**config.mk**
```make
export PLATFORM = sky130hd
export DESIGN_NAME = ecc_hamming_check
export DESIGN_NICKNAME = d
export VERILOG_FILES = /design/src/rtl/ecc_chk_pkg.sv /design/src/rtl/ecc_rst_sync.sv /design/src/rtl/ecc_classify.sv /design/src/rtl/ecc_result_reg.sv /design/src/rtl/ecc_byte_fix.sv /design/src/rtl/ecc_hamming_check.sv
export SDC_FILE = /design/constraint.sdc
export NUM_CORES = 1
export LEC_CHECK = 0
export BUFFER_PORTS_ARGS = -buffer_cell sky130_fd_sc_hd__buf_4
export CORE_MARGIN = 5
export CORE_UTILIZATION = 35
export DETAILED_ROUTE_END_ITERATION = 8
export PLACE_DENSITY = 0.74
export SYNTH_ARGS = -nofsm -noshare
export SYNTH_HDL_FRONTEND = slang
export SYNTH_SLANG_ARGS = --single-unit
```
**constraint.sdc**
```tcl
create_clock -name clk -period 4 [get_ports clk]
set_input_delay 1.2 -clock clk [delete_from_list [all_inputs] [get_ports clk]]
set_output_delay 1.2 -clock clk [all_outputs]
set_load 0.03 [all_outputs]
```
**src/rtl/ecc_chk_pkg.sv**
```systemverilog
package ecc_chk_pkg;
  typedef enum logic [1:0] {
    ST_CLEAN    = 2'd0,
    ST_FIXED    = 2'd1,
    ST_ECC_ONLY = 2'd2,
    ST_UNCORR   = 2'd3
  } ecc_status_e;
endpackage

```
**src/rtl/ecc_rst_sync.sv**
```systemverilog
module ecc_rst_sync #(
  parameter int STAGES = 2
) (
  input  logic clk,
  input  logic rst_n,
  output logic rst_n_sync
);
  logic [STAGES-1:0] chain_q;

  always_ff @(posedge clk or negedge rst_n) begin
    if (!rst_n) chain_q <= '0;
    else        chain_q <= {chain_q[STAGES-2:0], 1'b1};
  end

  assign rst_n_sync = chain_q[STAGES-1];
endmodule

```
**src/rtl/ecc_classify.sv**
```systemverilog
module ecc_classify
  import ecc_chk_pkg::*;
#(
  parameter int HALF_W       = 12,
  parameter int BIT_W        = 3,
  parameter int SECTOR_BYTES = 512,
  localparam int ECC_W  = 2 * HALF_W,
  localparam int BYTE_W = HALF_W - BIT_W
) (
  input  logic [ECC_W-1:0]  stored_ecc,
  input  logic [ECC_W-1:0]  calc_ecc,
  output ecc_status_e       cls_status,
  output logic [BYTE_W-1:0] cls_byte,
  output logic [BIT_W-1:0]  cls_bit
);
  logic [ECC_W-1:0]  syn;
  logic [HALF_W-1:0] syn_hi, syn_lo;
  logic              is_pair, is_single, in_range;
  logic [BYTE_W-1:0] pos_byte;
  logic [BIT_W-1:0]  pos_bit;

  always_comb begin
    syn       = stored_ecc ^ calc_ecc;
    syn_hi    = syn[ECC_W-1:HALF_W];
    syn_lo    = syn[HALF_W-1:0];
    is_pair   = ((syn_hi ^ syn_lo) == {HALF_W{1'b1}});
    is_single = (syn != '0) && ((syn & (syn - 1'b1)) == '0);
    pos_bit   = syn_hi[BIT_W-1:0];
    pos_byte  = syn_hi[HALF_W-1:BIT_W];
    in_range  = (32'(pos_byte) < SECTOR_BYTES);

    cls_status = ST_UNCORR;
    cls_byte   = '0;
    cls_bit    = '0;
    if (syn == '0) begin
      cls_status = ST_CLEAN;
    end else if (is_pair) begin
      if (in_range) begin
        cls_status = ST_FIXED;
        cls_byte   = pos_byte;
        cls_bit    = pos_bit;
      end
    end else if (is_single) begin
      cls_status = ST_ECC_ONLY;
    end
  end
endmodule

```
**src/rtl/ecc_result_reg.sv**
```systemverilog
module ecc_result_reg
  import ecc_chk_pkg::*;
#(
  parameter int BYTE_W       = 9,
  parameter int BIT_W        = 3,
  parameter int SECTOR_BYTES = 512
) (
  input  logic              clk,
  input  logic              rst_n_sync,
  input  logic              start,
  input  ecc_status_e       cls_status,
  input  logic [BYTE_W-1:0] cls_byte,
  input  logic [BIT_W-1:0]  cls_bit,
  output logic              done,
  output ecc_status_e       res_status,
  output logic [BYTE_W-1:0] res_byte,
  output logic [BIT_W-1:0]  res_bit
);
  logic              done_d;
  ecc_status_e       status_d;
  logic [BYTE_W-1:0] byte_d;
  logic [BIT_W-1:0]  bit_d;

  always_comb begin
    done_d   = start;
    status_d = res_status;
    byte_d   = res_byte;
    bit_d    = res_bit;
    if (start) begin
      status_d = cls_status;
      byte_d   = cls_byte;
      bit_d    = cls_bit;
    end
  end

  always_ff @(posedge clk or negedge rst_n_sync) begin
    if (!rst_n_sync) begin
      done       <= 1'b0;
      res_status <= ST_CLEAN;
      res_byte   <= '0;
      res_bit    <= '0;
    end else begin
      done       <= done_d;
      res_status <= status_d;
      res_byte   <= byte_d;
      res_bit    <= bit_d;
    end
  end

  p_done_follows_start_r2: assert property (@(posedge clk) disable iff (!rst_n_sync)
    start |=> done);
  p_no_done_without_start_r2: assert property (@(posedge clk) disable iff (!rst_n_sync)
    !start |=> !done);
  p_hold_result_r11: assert property (@(posedge clk) disable iff (!rst_n_sync)
    !start |=> ($stable(res_status) && $stable(res_byte) && $stable(res_bit)));
  p_fixed_in_range_r5: assert property (@(posedge clk) disable iff (!rst_n_sync)
    (res_status == ST_FIXED) |-> (32'(res_byte) < SECTOR_BYTES));
  p_pos_zero_unless_fixed_r9: assert property (@(posedge clk) disable iff (!rst_n_sync)
    (res_status != ST_FIXED) |-> (res_byte == '0 && res_bit == '0));
endmodule

```
**src/rtl/ecc_byte_fix.sv**
```systemverilog
module ecc_byte_fix
  import ecc_chk_pkg::*;
#(
  parameter int BYTE_W = 9,
  parameter int BIT_W  = 3,
  localparam int DATA_W = 1 << BIT_W
) (
  input  logic              clk,
  input  logic              rst_n_sync,
  input  ecc_status_e       res_status,
  input  logic [BYTE_W-1:0] res_byte,
  input  logic [BIT_W-1:0]  res_bit,
  input  logic [BYTE_W-1:0] fix_idx,
  input  logic [DATA_W-1:0] fix_in,
  output logic [DATA_W-1:0] fix_out
);
  logic [DATA_W-1:0] flip_mask;
  logic              hit;

  for (genvar g = 0; g < DATA_W; g++) begin : g_mask
    assign flip_mask[g] = (res_bit == BIT_W'(g));
  end

  always_comb begin
    hit     = (res_status == ST_FIXED) && (fix_idx == res_byte);
    fix_out = hit ? (fix_in ^ flip_mask) : fix_in;
  end

  p_at_most_one_flip_r10: assert property (@(posedge clk) disable iff (!rst_n_sync)
    $countones(fix_out ^ fix_in) <= 1);
  p_pass_unless_fixed_r10: assert property (@(posedge clk) disable iff (!rst_n_sync)
    (res_status != ST_FIXED) |-> (fix_out == fix_in));
endmodule

```
**src/rtl/ecc_hamming_check.sv**
```systemverilog
module ecc_hamming_check
  import ecc_chk_pkg::*;
#(
  parameter int HALF_W       = 12,
  parameter int BIT_W        = 3,
  parameter int SECTOR_BYTES = 512,
  localparam int ECC_W  = 2 * HALF_W,
  localparam int BYTE_W = HALF_W - BIT_W,
  localparam int DATA_W = 1 << BIT_W
) (
  input  logic              clk,
  input  logic              rst_n,
  input  logic              start,
  input  logic [ECC_W-1:0]  stored_ecc,
  input  logic [ECC_W-1:0]  calc_ecc,
  input  logic [BYTE_W-1:0] fix_idx,
  input  logic [DATA_W-1:0] fix_in,
  output logic              done,
  output logic [1:0]        status,
  output logic [BYTE_W-1:0] err_byte,
  output logic [BIT_W-1:0]  err_bit,
  output logic [DATA_W-1:0] fix_out
);
  logic              rst_n_sync;
  ecc_status_e       cls_status, res_status;
  logic [BYTE_W-1:0] cls_byte;
  logic [BIT_W-1:0]  cls_bit;

  ecc_rst_sync #(.STAGES(2)) u_rst (
    .clk(clk), .rst_n(rst_n), .rst_n_sync(rst_n_sync)
  );

  ecc_classify #(.HALF_W(HALF_W), .BIT_W(BIT_W), .SECTOR_BYTES(SECTOR_BYTES)) u_cls (
    .stored_ecc(stored_ecc), .calc_ecc(calc_ecc),
    .cls_status(cls_status), .cls_byte(cls_byte), .cls_bit(cls_bit)
  );

  ecc_result_reg #(.BYTE_W(BYTE_W), .BIT_W(BIT_W), .SECTOR_BYTES(SECTOR_BYTES)) u_res (
    .clk(clk), .rst_n_sync(rst_n_sync), .start(start),
    .cls_status(cls_status), .cls_byte(cls_byte), .cls_bit(cls_bit),
    .done(done), .res_status(res_status), .res_byte(err_byte), .res_bit(err_bit)
  );

  ecc_byte_fix #(.BYTE_W(BYTE_W), .BIT_W(BIT_W)) u_fix (
    .clk(clk), .rst_n_sync(rst_n_sync),
    .res_status(res_status), .res_byte(err_byte), .res_bit(err_bit),
    .fix_idx(fix_idx), .fix_in(fix_in), .fix_out(fix_out)
  );

  assign status = res_status;

  p_clean_iff_equal_r3: assert property (@(posedge clk) disable iff (!rst_n_sync)
    start |=> ((status == 2'd0) == ($past(stored_ecc) == $past(calc_ecc))));
  p_single_bit_ecc_only_r7: assert property (@(posedge clk) disable iff (!rst_n_sync)
    (start && $countones(stored_ecc ^ calc_ecc) == 1) |=> (status == 2'd2));
  p_fixed_has_pair_r4: assert property (@(posedge clk) disable iff (!rst_n_sync)
    (start && $countones(stored_ecc ^ calc_ecc) < HALF_W) |=> (status != 2'd1));
endmodule

```
* Yosys cells after proc, flatten, opt, wreduce, memory -nomap -nowiden *
Index checks and enable logic that the tools add are counted.

word-level totals
  register bits = 17

operators by class
  add/sub/neg operators = 1
  eq/ne operators = 10
  muxes and demuxes = 8
  bitwise operators = 4
  reduce and logical (&&, ||, !) cells = 6

operators with widths
  cell                                                  number
  zero test 24 bit                                      2
  bitwise AND 24 bit                                    1
  nonzero test 24 bit                                   1
  subtractor 24 x 1 -> 24 bit (second input constant)   1
  XOR 24 bit                                            1
  two-way mux 9 bit                                     2
  equality test 12 bit (second input constant)          1
  equality test 3 bit (second input constant)           4
  XOR 12 bit                                            1
  equality test 9 bit                                   1
  two-way mux 8 bit                                     1
  XOR 8 bit                                             1
  equality test 3 x 2 -> 1 bit (second input constant)  2
  two-way mux 3 bit                                     2
  two-way mux 2 bit                                     2
  equality test 3 x 1 -> 1 bit (second input constant)  1
  zero test 3 bit                                       1
  equality test 2 x 1 -> 1 bit (second input constant)  1
  logical AND 1 bit                                     2
  two-way mux 1 bit                                     1

* Logic depth before layout (Yosys ltp) *
  depth after elaboration = 8
  depth in mapped cells = 7
  depth with buffers taken out = 7

* Modules after synthesis *
A second synthesis with hierarchy kept.

unflattened totals
  cell total of the unflattened synthesis = 172
  area, all modules = 1722.9 µm²

modules (own cells, without submodules)
  module          instances  cells an instance  area each (µm²)
  ecc_classify    1          101                823.3
  ecc_result_reg  1          30                 544.3
  ecc_byte_fix    1          38                 301.5
  ecc_rst_sync    1          3                  53.8

* Worst setup path after synthesis *
Ideal clock, no wire load.

  path kind = in2out
  start = input port fix_idx[0]
  end = output port fix_out[1]
  arrival = 2824 ps
  required time = 2800 ps
  path slack = -24 ps
  stages on the path = 6
  path buffers = 0
  path through = xor2_1 nor4_1 nand4b_1 or3_1 nor3_1 xor2_1

between the ends
  word-level cells in the longest chain between the ends = 3

ends and longest elaborated chain
  what                 line                     text
  start: declaration   ecc_hamming_check.sv:16  input logic [BYTE_W-1:0] fix_idx,
  equality test 9 bit  ecc_byte_fix.sv:25       hit = (res_status == ST_FIXED) && (fix_idx == res_byte);
  logical AND 1 bit    ecc_byte_fix.sv:25
  two-way mux 8 bit    ecc_byte_fix.sv:26       fix_out = hit ? (fix_in ^ flip_mask) : fix_in;
  end: declaration     ecc_hamming_check.sv:22  output logic [DATA_W-1:0] fix_out

No other way between the ends.

* Final worst setup path *
  start = input port fix_idx[5]
  end = output port fix_out[1]

The elaborated chain is that of the path after synthesis.

==> results.md <==
* Initial drt markers at 62
* Max Freq at 0.248 GHz
* Gpl congestion at 0.894
* Final Net Count at 347
* Flops & latches, synth at 17
* Via count at 1694
* # hold bufs at CTS at 0
* Synth Instances at around 190
* Pwr per Cell Area at 200 nW/um^2
* GRT Overall Usage at 14.6%
* Worst vdd ir at 102 uV
* Synth Net Count at 253
* Setup crit end: fix_out[1]
* Number of remaining DRC errors at 0
* Mapped Avg Cell Area at a little under 9 sq um
* Clock skew at 0.000461 ns
* Worst reg2reg endpoint: u_res.res_bit[1]
* Outcome: finished, violations left
* # fillers at slightly above 400
* Sw Pwr at 0.000152 W
* WS Path Type: in2out
* Site Rows at 24
* Cell Area, Synth at 1600 sq um
* First-pass DRT Iterations at 4
* Synthesis-to-finish area growth at 56.5%
* Worst-margin pin slew at 0.569 ns
* Antenna Violating Nets Remaining at 0
* Largest net degree at the start of global routing at 27
* Routed wire per std cell at 13.7 microns
* Die width at 77.6 microns
* Dpl cell area at 2380 sq um
* Final Instance Area at 2500 sq um
* Antenna violations before repair at 0
* # diodes at 0
* # IOs at 91
* Critical Path AT at 2.83 ns
* Final setup margin at -0.0302 ns
* Leakage at 1.06 nW
* Routed vias/inst at 5.13
* Layout cell share with drive strength beyond 1 at 42.4%
* Port bufs at 90
* # clock sinks at 17
* CP endpoint kind: primary output
* Vias in the first global route at 1638
* CP Launch Type: primary input
* Fin util at ~57%
* Synth cell types at 40
* CP Data Required Time at between 2 and 3 ns
* Clock insertion delay at the later pin of the skew report at 0.25 ns
* Hpwl dp at 3.84 mm
* Worst setup path start: fix_idx[5]
* Clock share of power at ~25%
* Max cap viols at 0
* TritonCTS clock tree: built
* H-tree lvl count at 1
* Core ar. at approximately 4400 sq um
* Setup Viol. Count Final at 4
* Syn. warnings at 0
* CTS max path bufs at 2
* GRT Residual Overflow at 0
* Count of final hold-check violations at 0
* Final period utilization at 101%
* Failing checks: setup timing
* RSZ-0062 raised after global routing: true
* Combinational power share at 40.0%
* Reg2Reg Setup Slack at 2.98 ns
* Cell count of the worst reg-to-reg path at 2
* Sw Ratio at 30.4%
* Fin crit period at 4.03 ns
* First-pass GRT wire length at 7.40 mm
* Worst R2R Start: u_res.res_bit[1]
* CTS clk-pin slew, worst paths at around 0.060 ns
* Die ar. at approximately 6000 sq um
* CTS root buf: clkbuf_8
* Slew Viols, Final at 0
* Internal power at between 0.0003 and 0.0004 W
* Postcts setup bufs at 0
* Slew HR at 62.1%
* Final wirelength at 4.53 mm
* Crit Path Max Fanout at 4
* Number of CTS-inserted buffers at 3
* Register area share after synthesis at 26.6%
* Die Ht at 77.6 microns
* Initial Utilization at 36.5%
* Sequential share of power at 35.4%
* Hold Path Class: reg2async
==> cell type report <==
cell class              count  area (sq um)  area share (%)
clock buffers               4          45.0            1.80
multi-input cells         151          1200            48.0
inverters                  13          48.8            1.95
flip-flops and latches     17           425            17.0
well taps                  52          65.1            2.60
repair buffers             93           717            28.6
==> worst max-delay path: stages <==
cell      delay (ns)
buf_6           0.09
xor2_2          0.14
nor4_2          0.29
nand4b_1        0.16
or3_4           0.46
nor3_4          0.17
xor2_2          0.16
buf_6           0.15
==> per-stage QoR <==
stage	cells	hold slack [ns]	total power (W)	TNS (ns)	setup slack (ns)
after floorplan	185	0.187	0.000289	0	0.0551
after global placement	326	0.252	0.000376	-0.572	-0.147
after detailed placement	326	0.257	0.000378	-0.799	-0.225
after CTS	330	0.264	0.000505	-0.248	-0.0873
after global routing	330	0.301	0.000532	-0.459	-0.0996
final	330	0.235	0.000500	-0.101	-0.0302
==> sequential cells by signal, indices dropped and copies added (netlist names) <==
signal            cells
u_res.res_byte        9
u_res.res_bit         3
u_res.res_status      2
u_rst.chain_q         2
u_res.done            1
==> kinds of logic after synthesis <==
logic type | count (synthesis) | share of synthesized area (%)
xor+xnor | 60 | 34.2
mux | 3 | 2.35
flops | 17 | 26.6
fa+ha+maj | 2 | 1.33
other cells | 1 | 0.234
compound gates | 27 | 10.2
buf+inv | 17 | 4.14
simple gates | 58 | 20.9
==> power by group through the flow <==
stage | registers, W | logic [W] | clock network, W
final | 0.000177 | 0.000200 | 0.000123
after global routing | 0.000177 | 0.000219 | 0.000136
after CTS | 0.000177 | 0.000200 | 0.000128
after detailed placement | 0.000180 | 0.000198 | 0
after global placement | 0.000180 | 0.000196 | 0
after floorplan | 0.000180 | 0.000109 | 0
==> metal layers <==
| metal | GRT usage [%] | share of wire, % | wire length [microns] | up-vias |
|---|---|---|---|---|
| met5 | 0 | 0 | 0 | - |
| met4 | 5.50 | 1.5 | 66 | 0 |
| met3 | 2.43 | 8.6 | 389 | 5 |
| met2 | 25.2 | 50 | 2270 | 78 |
| met1 | 18.2 | 40 | 1800 | 776 |
| li1 | - | - | - | 835 |
==> Yosys cell counts, drive strengths merged <==
cell type | number | share of area [%]
xnor2 | 37 | 22
xor2 | 23 | 13
dfrtp | 17 | 27
nand3 | 16 | 5.3
inv | 13 | 3.0
o21ai | 13 | 4.1
nor3 | 12 | 4.4
nand4 | 7 | 2.7
nand2 | 5 | 1.2
nor2 | 4 | 0.94
nor4 | 4 | 1.6
a21oi | 3 | 0.94
a31oi | 3 | 1.2
buf | 3 | 0.86
mux2 | 3 | 2.3
maj3 | 2 | 1.3
nand3b | 2 | 0.94
o211ai | 2 | 0.94
or4 | 2 | 0.94
a211oi | 1 | 0.47
a22oi | 1 | 0.47
a32oi | 1 | 0.55
a41oi | 1 | 0.55
and3 | 1 | 0.39
and4 | 1 | 0.55
clkbuf | 1 | 0.23
conb | 1 | 0.23
nand4b | 1 | 0.55
o221ai | 1 | 0.55
o41ai | 1 | 0.55
or2 | 1 | 0.39
or3 | 1 | 0.39
or4b | 1 | 0.63
==> repair_timing <==
action	4_1_cts	5_1_grt
pin swaps	5	4
endpoints found under the setup margin	4	5
resized for setup	10	6
==> worst min path at each step <==
stage,from,slack [ns],depth (start not counted),end
floorplan,u_rst.chain_q[1],0.19,0,u_res.done
global placement,u_rst.chain_q[1],0.25,0,u_res.res_byte[2]
detailed placement,u_rst.chain_q[1],0.26,0,u_res.res_byte[2]
CTS,u_rst.chain_q[1],0.26,0,u_res.res_byte[2]
global route,u_rst.chain_q[1],0.30,0,u_res.res_byte[5]
finish,u_rst.chain_q[1],0.23,0,u_res.res_byte[2]
==> layout by cell type (no fill, tap or decap), types with 2 or more instances in the layout <==
master	netlist	routed
buf_4	0	88
xnor2_1	34	34
xor2_1	23	18
dfrtp_1	17	17
nand3_1	15	15
inv_1	13	13
o21ai_0	12	12
nand4_1	7	7
nor3_1	10	6
xor2_2	0	5
nand2_1	5	5
buf_6	0	5
nor3_4	0	4
nor2_1	4	4
xnor2_2	3	3
nor4_1	4	3
a31oi_1	3	3
a21oi_1	3	3
clkbuf_8	0	3
or4_1	2	2
nor3_2	2	2
mux2_2	2	2
o211ai_1	2	2
nand3b_1	2	2
(Power assumes the default switching activity.)
